`src/rtl/scomb_pkg.sv`:
```
package scomb_pkg;

    typedef enum logic [2:0] {
        RSP_NONE    = 3'd0,
        RSP_CLAIM   = 3'd1,
        RSP_SHARED  = 3'd2,
        RSP_SH_INT  = 3'd3,
        RSP_MOD_INT = 3'd4,
        RSP_RETRY   = 3'd5
    } rsp_e;

    typedef enum logic [1:0] {
        OP_READ     = 2'd0,
        OP_RFO      = 2'd1,
        OP_KILL     = 2'd2,
        OP_READ_ALT = 2'd3
    } op_e;

    typedef enum logic [1:0] {
        CR_DONE     = 2'd0,
        CR_RETRY    = 2'd1,
        CR_ADDR_ERR = 2'd2
    } cr_e;

    // Unused code points collapse to "no response".
    function automatic logic [2:0] rsp_norm(input logic [2:0] c);
        return (c > 3'd5) ? 3'd0 : c;
    endfunction

    // A verdict that makes the responder a data supplier.
    function automatic logic is_holder(input logic [2:0] c);
        return (c == RSP_SH_INT) || (c == RSP_MOD_INT);
    endfunction

endpackage

```
`src/rtl/scomb_merge.sv`:
```
module scomb_merge
    import scomb_pkg::*;
#(
    parameter int NUM_SNP = 4,
    parameter int ID_W    = 3
) (
    input  logic [NUM_SNP*3-1:0] rsp_in,
    output logic [2:0]           best_o,
    output logic [ID_W-1:0]      hold_o,
    output logic                 claim_v_o,
    output logic [ID_W-1:0]      claim_o
);

    logic [2:0] code [NUM_SNP];

    genvar g;
    generate
        for (g = 0; g < NUM_SNP; g++) begin : g_norm
            assign code[g] = rsp_norm(rsp_in[g*3 +: 3]);
        end
    endgenerate

    always_comb begin
        best_o    = '0;
        hold_o    = '0;
        claim_v_o = 1'b0;
        claim_o   = '0;
        for (int i = 0; i < NUM_SNP; i++) begin
            if (code[i] > best_o) best_o = code[i];
        end
        // Walk downward so the lowest index is the one left standing.
        for (int i = NUM_SNP - 1; i >= 0; i--) begin
            if (code[i] == best_o && is_holder(code[i])) hold_o = ID_W'(i);
            if (code[i] == RSP_CLAIM) begin
                claim_v_o = 1'b1;
                claim_o   = ID_W'(i);
            end
        end
    end

endmodule

```
`src/rtl/scomb_delay.sv`:
```
module scomb_delay #(
    parameter int LAT   = 3,
    parameter int IDX_W = 2
) (
    input  logic             clk,
    input  logic             rst_n,
    input  logic             in_vld,
    input  logic [IDX_W-1:0] in_idx,
    output logic             out_vld,
    output logic [IDX_W-1:0] out_idx
);

    typedef struct packed {
        logic [LAT-1:0]            vld;
        logic [LAT-1:0][IDX_W-1:0] idx;
    } pipe_t;

    pipe_t p_q, p_d;

    always_comb begin
        p_d        = p_q;
        p_d.vld[0] = in_vld;
        p_d.idx[0] = in_idx;
        for (int s = 1; s < LAT; s++) begin
            p_d.vld[s] = p_q.vld[s-1];
            p_d.idx[s] = p_q.idx[s-1];
        end
    end

    always_ff @(posedge clk) begin
        if (!rst_n) p_q <= '0;
        else        p_q <= p_d;
    end

    assign out_vld = p_q.vld[LAT-1];
    assign out_idx = p_q.idx[LAT-1];

endmodule

```
`src/rtl/scomb_decide.sv`:
```
module scomb_decide
    import scomb_pkg::*;
#(
    parameter int NUM_SNP = 4,
    parameter int ID_W    = 3
) (
    input  logic [1:0]      op,
    input  logic [2:0]      l_best,
    input  logic [ID_W-1:0] l_hold,
    input  logic            l_clm_v,
    input  logic [ID_W-1:0] l_clm,
    input  logic            r_use,
    input  logic [2:0]      r_code,
    output logic [1:0]      status,
    output logic            src_v,
    output logic [ID_W-1:0] src_id,
    output logic            inv,
    output logic            shr
);

    logic [2:0]      eff_best;
    logic [2:0]      rc;
    logic [ID_W-1:0] hold;
    logic            clm_v;
    logic [ID_W-1:0] clm;

    always_comb begin
        rc       = rsp_norm(r_code);
        eff_best = l_best;
        hold     = l_hold;
        clm_v    = l_clm_v;
        clm      = l_clm;
        if (r_use) begin
            // Ties keep the local responder.
            if (rc > l_best) begin
                eff_best = rc;
                if (is_holder(rc)) hold = ID_W'(NUM_SNP);
            end
            if (!l_clm_v && rc == RSP_CLAIM) begin
                clm_v = 1'b1;
                clm   = ID_W'(NUM_SNP);
            end
        end

        status = CR_DONE;
        src_v  = 1'b0;
        src_id = '0;
        inv    = 1'b0;
        shr    = 1'b0;
        if (eff_best == RSP_RETRY) begin
            status = CR_RETRY;
        end else if (op == OP_KILL) begin
            if (eff_best == RSP_NONE && !clm_v) status = CR_ADDR_ERR;
            else                                inv    = 1'b1;
        end else begin
            if (is_holder(eff_best)) begin
                src_v  = 1'b1;
                src_id = hold;
            end else if (clm_v) begin
                src_v  = 1'b1;
                src_id = clm;
            end else begin
                status = CR_ADDR_ERR;
            end
            if (src_v) begin
                if (op == OP_RFO) inv = 1'b1;
                else              shr = (eff_best >= RSP_SHARED);
            end
        end
    end

endmodule

```
`src/rtl/snoop_combiner.sv`:
```
module snoop_combiner
    import scomb_pkg::*;
#(
    parameter int NUM_SNP = 4,
    parameter int TAG_W   = 4,
    parameter int DEPTH   = 4,
    parameter int SNP_LAT = 3
) (
    input  logic                             clk,
    input  logic                             rst_n,
    input  logic                             remote_attached,
    input  logic                             snp_valid,
    input  logic [TAG_W-1:0]                 snp_tag,
    input  logic [1:0]                       snp_op,
    input  logic [NUM_SNP*3-1:0]             snp_rsp,
    input  logic                             rmt_valid,
    input  logic [TAG_W-1:0]                 rmt_tag,
    input  logic [2:0]                       rmt_code,
    output logic                             table_full,
    output logic                             cr_valid,
    output logic [TAG_W-1:0]                 cr_tag,
    output logic [1:0]                       cr_status,
    output logic                             cr_src_valid,
    output logic [$clog2(NUM_SNP+1)-1:0]     cr_src_id,
    output logic                             cr_invalidate,
    output logic                             cr_share
);

    localparam int ID_W  = $clog2(NUM_SNP + 1);
    localparam int PTR_W = (DEPTH > 1) ? $clog2(DEPTH) : 1;
    localparam int CNT_W = $clog2(DEPTH + 1);

    typedef struct packed {
        logic             vld;
        logic [TAG_W-1:0] tag;
        logic [1:0]       op;
        logic             loc_done;
        logic [2:0]       best;
        logic [ID_W-1:0]  hold;
        logic             clm_v;
        logic [ID_W-1:0]  clm;
        logic             rmt_done;
        logic [2:0]       rcode;
    } ent_t;

    typedef struct packed {
        ent_t [DEPTH-1:0] ent;
        logic [PTR_W-1:0] wr;
        logic [PTR_W-1:0] rd;
        logic [CNT_W-1:0] cnt;
        logic             cr_v;
        logic [TAG_W-1:0] cr_tag;
        logic [1:0]       cr_st;
        logic             cr_srcv;
        logic [ID_W-1:0]  cr_src;
        logic             cr_inv;
        logic             cr_shr;
    } st_t;

    st_t s_q, s_d;

    function automatic logic [PTR_W-1:0] ptr_inc(input logic [PTR_W-1:0] p);
        return (p == PTR_W'(DEPTH - 1)) ? '0 : p + 1'b1;
    endfunction

    // Snoop acceptance and the fixed-latency slot return
    logic             accept;
    logic             pipe_vld;
    logic [PTR_W-1:0] pipe_idx;

    assign table_full = (s_q.cnt == CNT_W'(DEPTH));
    assign accept     = snp_valid && !table_full;

    scomb_delay #(.LAT(SNP_LAT), .IDX_W(PTR_W)) u_delay (
        .clk     (clk),
        .rst_n   (rst_n),
        .in_vld  (accept),
        .in_idx  (s_q.wr),
        .out_vld (pipe_vld),
        .out_idx (pipe_idx)
    );

    // Local verdict reduction
    logic [2:0]      m_best;
    logic [ID_W-1:0] m_hold;
    logic            m_clm_v;
    logic [ID_W-1:0] m_clm;

    scomb_merge #(.NUM_SNP(NUM_SNP), .ID_W(ID_W)) u_merge (
        .rsp_in    (snp_rsp),
        .best_o    (m_best),
        .hold_o    (m_hold),
        .claim_v_o (m_clm_v),
        .claim_o   (m_clm)
    );

    // Remote verdict lookup by tag, oldest pending entry first
    logic             rmt_hit;
    logic [PTR_W-1:0] rmt_idx;
    logic [PTR_W-1:0] j;

    always_comb begin
        rmt_hit = 1'b0;
        rmt_idx = '0;
        j       = '0;
        if (remote_attached && rmt_valid) begin
            for (int k = 0; k < DEPTH; k++) begin
                j = PTR_W'((int'(s_q.rd) + k) % DEPTH);
                if (!rmt_hit && s_q.ent[j].vld && !s_q.ent[j].rmt_done &&
                    s_q.ent[j].tag == rmt_tag) begin
                    rmt_hit = 1'b1;
                    rmt_idx = j;
                end
            end
        end
    end

    // Head-of-table decision
    ent_t            head;
    logic            head_ready;
    logic [1:0]      d_status;
    logic            d_srcv;
    logic [ID_W-1:0] d_src;
    logic            d_inv;
    logic            d_shr;

    assign head       = s_q.ent[s_q.rd];
    assign head_ready = head.vld && head.loc_done && (head.rmt_done || !remote_attached);

    scomb_decide #(.NUM_SNP(NUM_SNP), .ID_W(ID_W)) u_decide (
        .op      (head.op),
        .l_best  (head.best),
        .l_hold  (head.hold),
        .l_clm_v (head.clm_v),
        .l_clm   (head.clm),
        .r_use   (remote_attached && head.rmt_done),
        .r_code  (head.rcode),
        .status  (d_status),
        .src_v   (d_srcv),
        .src_id  (d_src),
        .inv     (d_inv),
        .shr     (d_shr)
    );

    // Next-state computation
    ent_t new_ent;

    always_comb begin
        s_d      = s_q;
        s_d.cr_v = 1'b0;

        new_ent     = '0;
        new_ent.vld = 1'b1;
        new_ent.tag = snp_tag;
        new_ent.op  = snp_op;

        if (pipe_vld) begin
            s_d.ent[pipe_idx].loc_done = 1'b1;
            s_d.ent[pipe_idx].best     = m_best;
            s_d.ent[pipe_idx].hold     = m_hold;
            s_d.ent[pipe_idx].clm_v    = m_clm_v;
            s_d.ent[pipe_idx].clm      = m_clm;
        end

        if (rmt_hit) begin
            s_d.ent[rmt_idx].rmt_done = 1'b1;
            s_d.ent[rmt_idx].rcode    = rmt_code;
        end

        if (head_ready) begin
            s_d.cr_v    = 1'b1;
            s_d.cr_tag  = head.tag;
            s_d.cr_st   = d_status;
            s_d.cr_srcv = d_srcv;
            s_d.cr_src  = d_src;
            s_d.cr_inv  = d_inv;
            s_d.cr_shr  = d_shr;
            s_d.ent[s_q.rd].vld      = 1'b0;
            s_d.ent[s_q.rd].loc_done = 1'b0;
            s_d.ent[s_q.rd].rmt_done = 1'b0;
            s_d.rd = ptr_inc(s_q.rd);
        end

        if (accept) begin
            s_d.ent[s_q.wr] = new_ent;
            s_d.wr          = ptr_inc(s_q.wr);
        end

        s_d.cnt = s_q.cnt + CNT_W'(accept) - CNT_W'(head_ready);
    end

    always_ff @(posedge clk) begin
        if (!rst_n) s_q <= '0;
        else        s_q <= s_d;
    end

    assign cr_valid      = s_q.cr_v;
    assign cr_tag        = s_q.cr_tag;
    assign cr_status     = s_q.cr_st;
    assign cr_src_valid  = s_q.cr_srcv;
    assign cr_src_id     = s_q.cr_src;
    assign cr_invalidate = s_q.cr_inv;
    assign cr_share      = s_q.cr_shr;

    // Checks
    AST_LOCAL_SLOT: assert property (@(posedge clk) disable iff (!rst_n)
        pipe_vld |-> (s_q.ent[pipe_idx].vld && !s_q.ent[pipe_idx].loc_done));

    AST_RETRY_NO_ACTION: assert property (@(posedge clk) disable iff (!rst_n)
        (cr_valid && cr_status == CR_RETRY) |-> (!cr_src_valid && !cr_invalidate && !cr_share));

    AST_ERR_NO_ACTION: assert property (@(posedge clk) disable iff (!rst_n)
        (cr_valid && cr_status == CR_ADDR_ERR) |-> (!cr_src_valid && !cr_invalidate && !cr_share));

    AST_CNT_LIMIT: assert property (@(posedge clk) disable iff (!rst_n)
        s_q.cnt <= CNT_W'(DEPTH));

    AST_FULL_HOLDS_WR: assert property (@(posedge clk) disable iff (!rst_n)
        table_full |=> $stable(s_q.wr));

endmodule

```
`config.mk`:
```
export PLATFORM = sky130hd
export DESIGN_NAME = snoop_combiner
export DESIGN_NICKNAME = d
export VERILOG_FILES = /design/src/rtl/scomb_pkg.sv /design/src/rtl/scomb_merge.sv /design/src/rtl/scomb_delay.sv /design/src/rtl/scomb_decide.sv /design/src/rtl/snoop_combiner.sv
export SDC_FILE = /design/constraint.sdc
export NUM_CORES = 1
export LEC_CHECK = 0
export BUFFER_PORTS_ARGS = -buffer_cell sky130_fd_sc_hd__clkbuf_2
export CORE_MARGIN = 2
export CORE_UTILIZATION = 30
export CTS_CLUSTER_SIZE = 10
export DETAILED_ROUTE_END_ITERATION = 12
export MAX_ROUTING_LAYER = met4
export PLACE_DENSITY = 0.56
export SLEW_MARGIN = 20
export SYNTH_ARGS = -nofsm -noshare
export SYNTH_HDL_FRONTEND = slang
export SYNTH_HIERARCHICAL = 1
export SYNTH_SLANG_ARGS = --single-unit
```
`constraint.sdc`:
```
create_clock -name clk -period 5.5 [get_ports clk]
set_clock_uncertainty 0.05 [all_clocks]
set_input_delay 0.55 -clock clk [delete_from_list [all_inputs] [get_ports clk]]
set_output_delay 0.55 -clock clk [all_outputs]
set_load 0.02 [all_outputs]
```
==> flow_summary.toml <==
[synthesis]
syn_inst = 809
synth_top_cell_area_share = 0.329
yosysUniqueCellTypes = 91
synth_area_leaders = "dfxtp_1, mux2i_1, nand2_1, mux4_2, a21oi_1"
syn_avg_cell_area_um2 = 8.79
async_reset_ff_frac = 0
synth_edf_count = 0
synth_top_area_cell = "dfxtp_1"
syn_area_um2 = 7110
yosys_register_bits = 117
yosys_warnings = 6
synth_most_common_cell = "nand2_1"
synth_seq_area_share = 0.329
synth_ff_type = "dfxtp_1"
synthTopCellsByCount = "nand2_1, dfxtp_1, a21oi_1, mux2i_1, nor2_1"

[sta]
fmax_mhz = 197
final-setup-viol-count = 0
worst_pin_slew_ns = 1.02
fin_setup_tns_ns = 0
maxSlewHeadroom = 0.317
period_needed_ns = 5.08
fin_crit_sh = 0.924
hold_viol_final = 0
drv_slew = 0
rsz0062_at_grt = "false"
fin_ws_ns = 0.417

[clocking]
post_cts_buffers = 0
cts_max_level = 4
post_cts_resized = 0
ctsHoldBuffers = 0
clock-sinks = 117
cts_buffer_depth = 2
cts_tree = "done"
clk-insertion-delay-late_ns = 0.42
cts_buffers = 17
clk_pin_slew_ns = 0.05
cts-root-buf = "clkbuf_16"

[worst_setup_path]
worstPathRequired_ns = 5.80
path_class = "in2reg"
crit_arrival_ns = 5.38
crit_path_end_kind = "flip-flop"
r2r_start = "s_q[16]"
crit_fanout = 7
reg2reg_depth = 13
r2r_setup_slack_ns = 1.51
r2r_end = "s_q[15]"
crit_path_start_kind = "input port"

[run_status]
outcome = "completed"

[min_path]
hold_depth = 2
min_path_type = "in2reg"
hold_start = "snp_op[1]"
hold_path_end = "s_q[102]"

[final_layout]
seq_area_um2 = 2340
fill_cells = 2460
fin_nets = 881
drive_above_1_share = 0.177
syn2layout_area_growth_pct = 14.6
instances_no_fill = 1163
multi_input_area_um2 = 4380
utilization = 0.348

[global_route]
gr-usage-met2 = 0.231
grt_util_met3 = 0.0381
grt_pass1_vias = 5490
overflow = 0
use_met1 = 0.195
gr-max-usage-layer = "met2"
antenna_found_initial = 1
grt_start_max_net_pins = 44
grt_pass1_wl_mm = 28.6
grt_util_all_layers = 0.150

[detailed_routing]
drc = 0
ant_nets = 0
drt-total-wl_mm = 17.7
detailroute.via_count = 5819
routedWlPerCell_um = 15.2
via_per_inst = 5.00
first_iter_violations = 346
first_pass_iters = 4

[placed_design]
detailed_place_hpwl_mm = 12.6
numPortBuffers = 43
pre_cts_slack_ns = -0.0105
gp_congestion = 0.819
dp.cells = 1130

[pwr]
p_int_mw = 1.85
p_switching_mw = 0.697
swShare = 0.274
peakVddDrop_uv = 211
p_leak_nw = 3.01
p_per_area_nw_per_um2 = 312
combPwrFrac = 0.176
p_clk_frac = 0.465
power_frac_seq = 0.359
p_total_mw = 2.54

[floorplan]
start_util = 0.304
die_area_um2 = 24900
die_y_um = 158
row_count = 56
core_area_um2 = 23400
io_pins = 44
chipWidth_um = 158

[run]
drv_cap = 0
per-layer routing:
layer / share of wire / up-vias / wire [µm]
met5: 0 / - / 0
met4: 0.013 / 0 / 229
met3: 0.041 / 19 / 725
met2: 0.46 / 91 / 8180
met1: 0.48 / 2780 / 8550
li1: - / 2929 / -
stage by stage:
stage               area [µm²]  hold WS (ns)
finish                    8150         0.349
global route              8150         0.344
CTS                       8140         0.332
detailed placement        7520         0.364
global placement          7520         0.367
floorplan                 7110         0.356
kinds of logic after synthesis:
logic type               count (synthesis)  synth area share
AO/OA/AOI/OAI                          158             0.157
XOR/XNOR                                22            0.0271
adder cells (fa/ha/maj)                 21            0.0380
buffers and inverters                   77            0.0556
flip-flops                             117             0.329
multiplexers                            82             0.155
other                                    1          0.000527
AND/OR/NAND/NOR                        331             0.237
worst max-delay path: stages:
cell and delay, ns:
clkbuf_2 0.13, inv_2 0.07, nor2_4 0.13, inv_2 0.04, ha_1 0.33, and2b_4 0.21, o31a_1 0.24, a31o_1 0.26
and2_2 0.20, ha_1 0.30, nand2b_1 0.06, o2bb2ai_1 0.17, a31o_2 0.30, a31oi_4 0.20, inv_1 0.06, ha_1 0.30
nand2_1 0.06, o21ai_0 0.09, buf_4 0.16, o21a_1 0.23, a211o_2 0.33, a221oi_2 0.30, nand3b_1 0.11, a21oi_1 0.30
nand2_1 0.08, a21oi_1 0.13
sequential cells by signal, indices dropped and copies added, names as in the netlist:
name,count
cr_src_valid,1
cr_tag,4
cr_valid,1
cr_invalidate,1
s_q,95
cr_src_id,3
u_delay/out_vld,1
u_delay/p_d,6
cr_share,1
u_delay/out_idx,2
cr_status,2
final cells by class:
cell class | instances | share of cell area
sequential | 117 | 0.288
tap | 319 | 0.0490
multi-input combinational | 616 | 0.538
timing repair buffer | 55 | 0.0375
antenna | 1 | 0.000307
clock inverter | 9 | 0.0183
clock buffer | 23 | 0.0587
inverter | 23 | 0.0106
how the worst max path moves through the flow:
stage          cells past startpoint        from       to
6_report                          26  snp_rsp[1]  s_q[72]
3_3_place_gp                      26  snp_rsp[1]  s_q[72]
3_5_place_dp                      26  snp_rsp[1]  s_q[50]
2_1_floorplan                     25  snp_rsp[2]  s_q[28]
4_1_cts                           26  snp_rsp[1]  s_q[72]
5_1_grt                           27  snp_rsp[1]  s_q[28]
cell usage in the layout (no fill, tap or decap), drive strengths merged, types with 6 or more instances in the layout:
cell type  count
clkinv         6
nor3b         12
ha            20
nor2b         14
xnor2         18
dfxtp        117
nor2          51
nand3         34
and2          17
nand2        145
mux4          20
inv           22
buf           12
mux2i         59
nand4          6
a22o           7
o21ai         13
o21a          10
nor3          15
a21oi         72
nand2b         7
clkbuf        66
power groups by stage:
| stage | Sequential, mW | Combinational, mW | Clock [mW] |
|---|---|---|---|
| 2_1_floorplan | 0.921 | 0.328 | 0 |
| 3_3_place_gp | 0.929 | 0.446 | 0 |
| 3_5_place_dp | 0.930 | 0.450 | 0 |
| 4_1_cts | 0.912 | 0.452 | 1.21 |
| 5_1_grt | 0.917 | 0.496 | 1.24 |
| 6_report | 0.913 | 0.448 | 1.18 |
Power figures use the tool's default switching activity.
